### config.mk
export PLATFORM = sky130hd
export DESIGN_NAME = bus_evt_counter
export DESIGN_NICKNAME = d
export VERILOG_FILES = /design/src/rtl/bus_evt_counter.sv
export SDC_FILE = /design/constraint.sdc
export NUM_CORES = 1
export LEC_CHECK = 0
export CAP_MARGIN = 20
export CORE_AREA = 3 3 82 84
export CTS_BUF_LIST = sky130_fd_sc_hd__clkbuf_4
export DETAILED_ROUTE_END_ITERATION = 10
export DIE_AREA = 0 0 85 87
export PLACE_DENSITY = 0.82
export SLEW_MARGIN = 20
export SYNTH_ARGS = -nofsm -noshare
export SYNTH_HDL_FRONTEND = slang
export SYNTH_SLANG_ARGS = --single-unit
### constraint.sdc
create_clock -name clk -period 2.3 [get_ports clk]
set_input_delay 0.46 -clock clk [delete_from_list [all_inputs] [get_ports clk]]
set_output_delay 0.46 -clock clk [all_outputs]
set_load 0.01 [all_outputs]
### src/rtl/bus_evt_counter.sv
module bus_evt_counter #(
  parameter int CNT_W   = 24,
  parameter int SEL_W   = 5,
  parameter int NPORTS  = 10,
  parameter int ADDR_W  = 4,
  parameter int DATA_W  = 32,
  parameter logic [SEL_W-1:0] SEL_RST = '1
) (
  input  logic              clk,
  input  logic              rst_n,
  input  logic              wr_en,
  input  logic              rd_en,
  input  logic [ADDR_W-1:0] addr,
  input  logic [DATA_W-1:0] wdata,
  output logic [DATA_W-1:0] rdata,
  input  logic [NPORTS-1:0] grant_strb,
  input  logic [NPORTS-1:0] contest_strb
);

  localparam int NCODES = 2 * NPORTS;
  localparam int NSEL   = 1 << SEL_W;
  localparam logic [ADDR_W-1:0] CNT_OFF = ADDR_W'(0);
  localparam logic [ADDR_W-1:0] SEL_OFF = ADDR_W'(4);
  localparam logic [CNT_W-1:0]  CNT_MAX = '1;

  logic [CNT_W-1:0]  cnt;
  logic [SEL_W-1:0]  sel;
  logic [NCODES-1:0] ev_pairs;
  logic [NSEL-1:0]   ev_vec;
  logic              ev_hit, clr, sel_wr;

  for (genvar k = 0; k < NPORTS; k++) begin : g_pair
    assign ev_pairs[2*k]   = contest_strb[k];
    assign ev_pairs[2*k+1] = grant_strb[k];
  end

  assign ev_vec = {{(NSEL-NCODES){1'b0}}, ev_pairs};
  assign ev_hit = ev_vec[sel];
  assign clr    = wr_en && addr == CNT_OFF;
  assign sel_wr = wr_en && addr == SEL_OFF;

  always_ff @(posedge clk) begin
    if (!rst_n) begin
      cnt <= '0;
      sel <= SEL_RST;
    end else begin
      if (clr)
        cnt <= '0;
      else if (ev_hit && cnt != CNT_MAX)
        cnt <= cnt + 1'b1;
      if (sel_wr)
        sel <= wdata[SEL_W-1:0];
    end
  end

  always_ff @(posedge clk) begin
    if (!rst_n)
      rdata <= '0;
    else if (rd_en) begin
      if (addr == CNT_OFF)
        rdata <= DATA_W'(cnt);
      else if (addr == SEL_OFF)
        rdata <= DATA_W'(sel);
      else
        rdata <= '0;
    end
  end


  sat_hold_chk: assert property (@(posedge clk) disable iff (!rst_n)
    (cnt == CNT_MAX && !clr) |=> cnt == CNT_MAX);


  step_one_chk: assert property (@(posedge clk) disable iff (!rst_n)
    !clr |=> (cnt == $past(cnt) || cnt == $past(cnt) + 1'b1));


  clear_wins_chk: assert property (@(posedge clk) disable iff (!rst_n)
    clr |=> cnt == '0);


  dead_code_chk: assert property (@(posedge clk) disable iff (!rst_n)
    (sel >= SEL_W'(NCODES) && !clr) |=> $stable(cnt));


  sel_no_clear_chk: assert property (@(posedge clk) disable iff (!rst_n)
    (sel_wr && !clr) |=> cnt >= $past(cnt));


  sel_upper_zero_chk: assert property (@(posedge clk) disable iff (!rst_n)
    (rd_en && addr == SEL_OFF) |=> rdata[DATA_W-1:SEL_W] == '0);

endmodule

Word-level counts from Yosys, hierarchy flattened. Cells that the tools add are included.

Input port bits: 60. Output and inout bits: 32. Bits in registers: 61. Word-level logic and storage cells: 17.

Equality and inequality tests: 2. $add $sub $neg: 1. Multiplexer cells: 4. Magnitude comparators: 1. Bitwise operators: 1. Reductions and logical operators: 5.

Operators by type and width (number): 24-bit by 1-bit adder with 24-bit output, second input constant (1); 24-bit 2-to-1 mux (1); 24-bit inequality test, second input constant (1); 5-bit by 6-bit < comparator with 1-bit output, second input constant (1); 1-bit binary-select mux with 5-bit select (1); 5-bit 2-to-1 mux (1); 4-bit by 3-bit == test with 1-bit output, second input constant (1); 4-bit zero test (1); 1-bit logical AND (3); 2-bit OR reduction (1); 1-bit 2-to-1 mux (1); 1-bit NOT (1).

Logic depth before layout (Yosys ltp).
Depth in word-level cells: 3. Depth in mapped cells: 9. Depth with buffers taken out: 6.

Worst setup path before layout. No wires, ideal clock.

Kind: input port to flip-flop. From: in addr[1]. To: reg cnt[4]. Setup time: 0.146 ns. Path slack: 0.155 ns. Buffers on the path: 2. Data arrival time: 2.000 ns. Required time: 2.154 ns. Stages: 6. Path through: nor3_1 > nand2_1 > o21ai_0 > buf_2 > clkbuf_1 > a21oi_1.

Cells in the longest elaborated chain, start to end: 3.

Ends and longest elaborated chain: start: declaration (line 13) `input logic [ADDR_W-1:0] addr,`; 4-bit zero test (line 39) `assign clr = wr_en && addr == CNT_OFF;`; 1-bit logical AND (line 39); 2-bit OR reduction (no source line); end signal: assignment (line 50) `cnt <= cnt + 1'b1;`; end: declaration (line 26) `logic [CNT_W-1:0] cnt;`.

Every way passes these cells. A chain may end at the register's enable or synchronous reset.

Final worst setup path.
From: reg cnt[6]. To: reg cnt[21].

Cells in the longest elaborated chain, start to end: 2.

Ends and longest elaborated chain: branches (longest 2 deep; another with 24-bit by 1-bit adder with 24-bit output).

Parallel ways; which one is timed is not known.

==> results.cfg <==
[sta]
hold_violations = 0
slew_viol_final = 0
final_min_period_over_clock_period_pct = 93.7
final.hold.worst_slack_ns = 0.485
finalWorstPathRequiredPeriod_ns = 2.15
postLayoutSetupSlackWorst_ns = 0.146
fmax_mhz = 464
unrepaired_setup_endpoints_after_global_routing = false
worst_clock_skew_ns = 0.00985
timing.final.setup_violations = 0

[route]
drt_first_iter_violations = 127
via_per_inst = 5.56
ant_nets = 0
wl_per_cell_um = 14.2
tritonroute_pass_1_iters = 4
vias_after_detailed_routing = 2507
drcViolationCount = 0
wirelength_mm = 6.39

[logic_synthesis]
synthSimpleGateAreaFrac_pct = 29.3
synth.yosys.warnings = 0
register_bit_total_from_synthesis = 53
post_synthesis_xor_xnor_area_fraction_pct = 0.312
post-synth-top-area-fraction_pct = 37.8
post_synth_top_area_cell = dfxtp_1
synth_compound_gate_area_share_pct = 15.9
synth_enable_flop_cells = 0
netlist-cell-type-count = 45
synth.cell_area_mm2 = 0.00281
mean_post_synth_cell_area_um2 = 9.05
portion_of_the_post_synthesis_area_used_by_sequential_elements_pct = 37.8
synth_fa_ha_area_share_pct = 0.446
synth_top_family_by_area = simple AND/OR/NAND/NOR gates
synth_ff_type = dfxtp_1
synthesis.instances = 310
post_synth_main_area_contributors = dfxtp_1, nor2b_1, a21oi_1, mux4_2, a21oi_2
synth_async_sr_flop_share_pct = 0
synth_mux_area_share_pct = 8.56

[floorplan]
die_area_mm2 = 0.00740
initial_utilization_pct = 46.8
die-height_um = 87
die_x_um = 85
pin_count = 92
floorplan.core_area_mm2 = 0.00599
rows = 28

[worst_setup_path]
timing.critical_path.arrival_ns = 2.47
worstPathRequired_ns = 2.62
timing.reg2reg.worst_path_depth = 6
crit_fanout = 8
r2r-end = cnt[21]
critical_path.startpoint_type = register
path_class = register to register
reg2reg_setup_slack_ns = 0.15
crit_path_end_kind = register
r2r-start = cnt[6]

[power]
share_of_power_burned_in_combinational_logic_pct = 8.3
ir_worst_vdd_v = 0.000267
internal_power_consumption_mw = 1.34
sequentialPowerShare_pct = 54.4
power.share.clock_pct = 37.2
power_density_mw_per_mm2 = 472
cellLeakagePower_nw = 1.24
power.share.switching_pct = 20.9
power.net_switching_mw = 0.355

[worst_hold_path]
timing.hold.worst.class = register to register
hold-path-cell-count = 2
hold-path-endpoint = rdata[0]
worstHoldStart = rdata[0]

[final_layout]
multi_input_area_mm2 = 0.00156
mostFrequentLayoutCell = clkdlybuf4s50_1
synthToLayoutAreaGrowth_pct = 28.1
layout_net_count = 436
final.fill_count = 512
mostFrequentLayoutCells = clkdlybuf4s50_1, dfxtp_1, nor2b_1
post_route_cells_drive_above_1_share_pct = 15.2
insertedDiodeCount = 0
register_area_mm2 = 0.00106
finish.utilization_pct = 60.0

[cts]
htree_num_levels = 2
postCtsSetupRepairBufs = 0
clock_tree_from_tritoncts = built
clock_latency_ns = 0.37
cts.path.max_buffers = 2
cts-buffers-inserted = 5
cts.reportedPaths.clkPinSlew_ns = 0.15
cts-root-buf = clkbuf_4
cts_repair_resize_count = 0
tritoncts_num_sinks = 53
cts-hold-fix-buffers = 0

[placed_design]
numPortBuffers = 56
placement.setup.worst_slack_ns = -0.211
gp_congestion = 0.871
hpwlAfterDp_mm = 4.83

[outcome]
status = finished, final reports clean

[job]
max-cap-violations = 0

[global_routing]
pin_count_of_the_biggest_net_entering_global_routing = 30
overflow = 0
overall_fraction_of_global_route_tracks_in_use_pct = 17.5
grt_antenna_before_repair = 0
vias_in_the_first_global_route = 2532
grt_pass1_wl_mm = 10.8
-- power groups by stage --
stage                     registers [mW]  clock network (mW)  logic (mW)
final                              0.925               0.633       0.141
after global routing               0.926               0.678       0.152
after CTS                          0.925               0.648       0.143
after detailed placement           0.944                   0       0.142
after global placement             0.944                   0       0.139
after floorplan                    0.943                   0      0.0773
-- per-layer routing --
metal	GRT usage, %	part of all wire, %	vias to the layer above
li1	-	-	1240
met1	19.2	41	1176
met2	32.6	52	81
met3	4.45	5.8	10
met4	5.61	1.2	0
met5	0	0	-
-- critical path: stages, from the launching register on --
cell and delay (ns):
dfxtp_1 0.50, nand4_1 0.22, nor2_1 0.23, nand3_1 0.23
or2_2 0.35, or4_1 0.43, a21oi_2 0.15
-- metrics by stage --
step / setup TNS, ns / instance area [µm²] / total power [mW] / instances
2_1_floorplan: 0 / 2830 / 1.02 / 317
3_3_place_gp: -2.19 / 3490 / 1.08 / 443
3_5_place_dp: -3.58 / 3490 / 1.09 / 443
4_1_cts: 0 / 3590 / 1.72 / 451
5_1_grt: 0 / 3590 / 1.76 / 451
6_report: 0 / 3590 / 1.70 / 451
-- layout make-up --
type                       instances  share of cell area, %
clock buffer                       5                   1.04
clock inverter                     3                   1.81
inverter                           3                  0.313
multi-input combinational        232                   43.4
sequential                        53                   29.6
tap                               75                   2.61
timing repair buffer              80                   21.3
-- cell families (layout without fill, tap and decap cells) --
logic type | after synthesis | after routing
other cells | 1 | 8
simple gates | 134 | 134
buf+inv | 32 | 91
compound gates | 70 | 70
xor+xnor | 1 | 1
fa+ha+maj | 1 | 1
flops | 53 | 53
mux | 18 | 18
-- sequential cells by signal (all words and copies together) (netlist names) --
signal  count
sel         5
rdata      24
cnt        24
-- synth_stat cells, types with 2 or more instances --
cell type	number
a21boi_0	5
a21oi_1	27
a21oi_2	10
and3_1	5
and4_1	2
buf_2	3
buf_4	10
buf_6	5
clkbuf_1	9
dfxtp_1	53
inv_1	3
mux2_2	5
mux2i_1	8
mux4_2	4
nand2_1	17
nand2b_1	7
nand3_1	13
nand4_1	12
nand4bb_1	2
nor2_1	5
nor2b_1	38
nor3_1	4
o211ai_1	5
o21ai_1	10
o31ai_1	8
or3_1	11
or4_1	11
-- how the worst max path moves through the flow --
stage | start | endpoint | slack, ns | depth (start not counted)
after floorplan | addr[1] | cnt[4] | 0.15 | 6
after global placement | grant_strb[4] | cnt[7] | -0.14 | 9
after detailed placement | grant_strb[4] | cnt[20] | -0.21 | 8
after CTS | sel[0] | cnt[9] | 0.02 | 8
after global routing | cnt[6] | cnt[17] | 0.04 | 6
final | cnt[6] | cnt[21] | 0.15 | 6
Note: power is estimated with default switching activity, not from simulation.
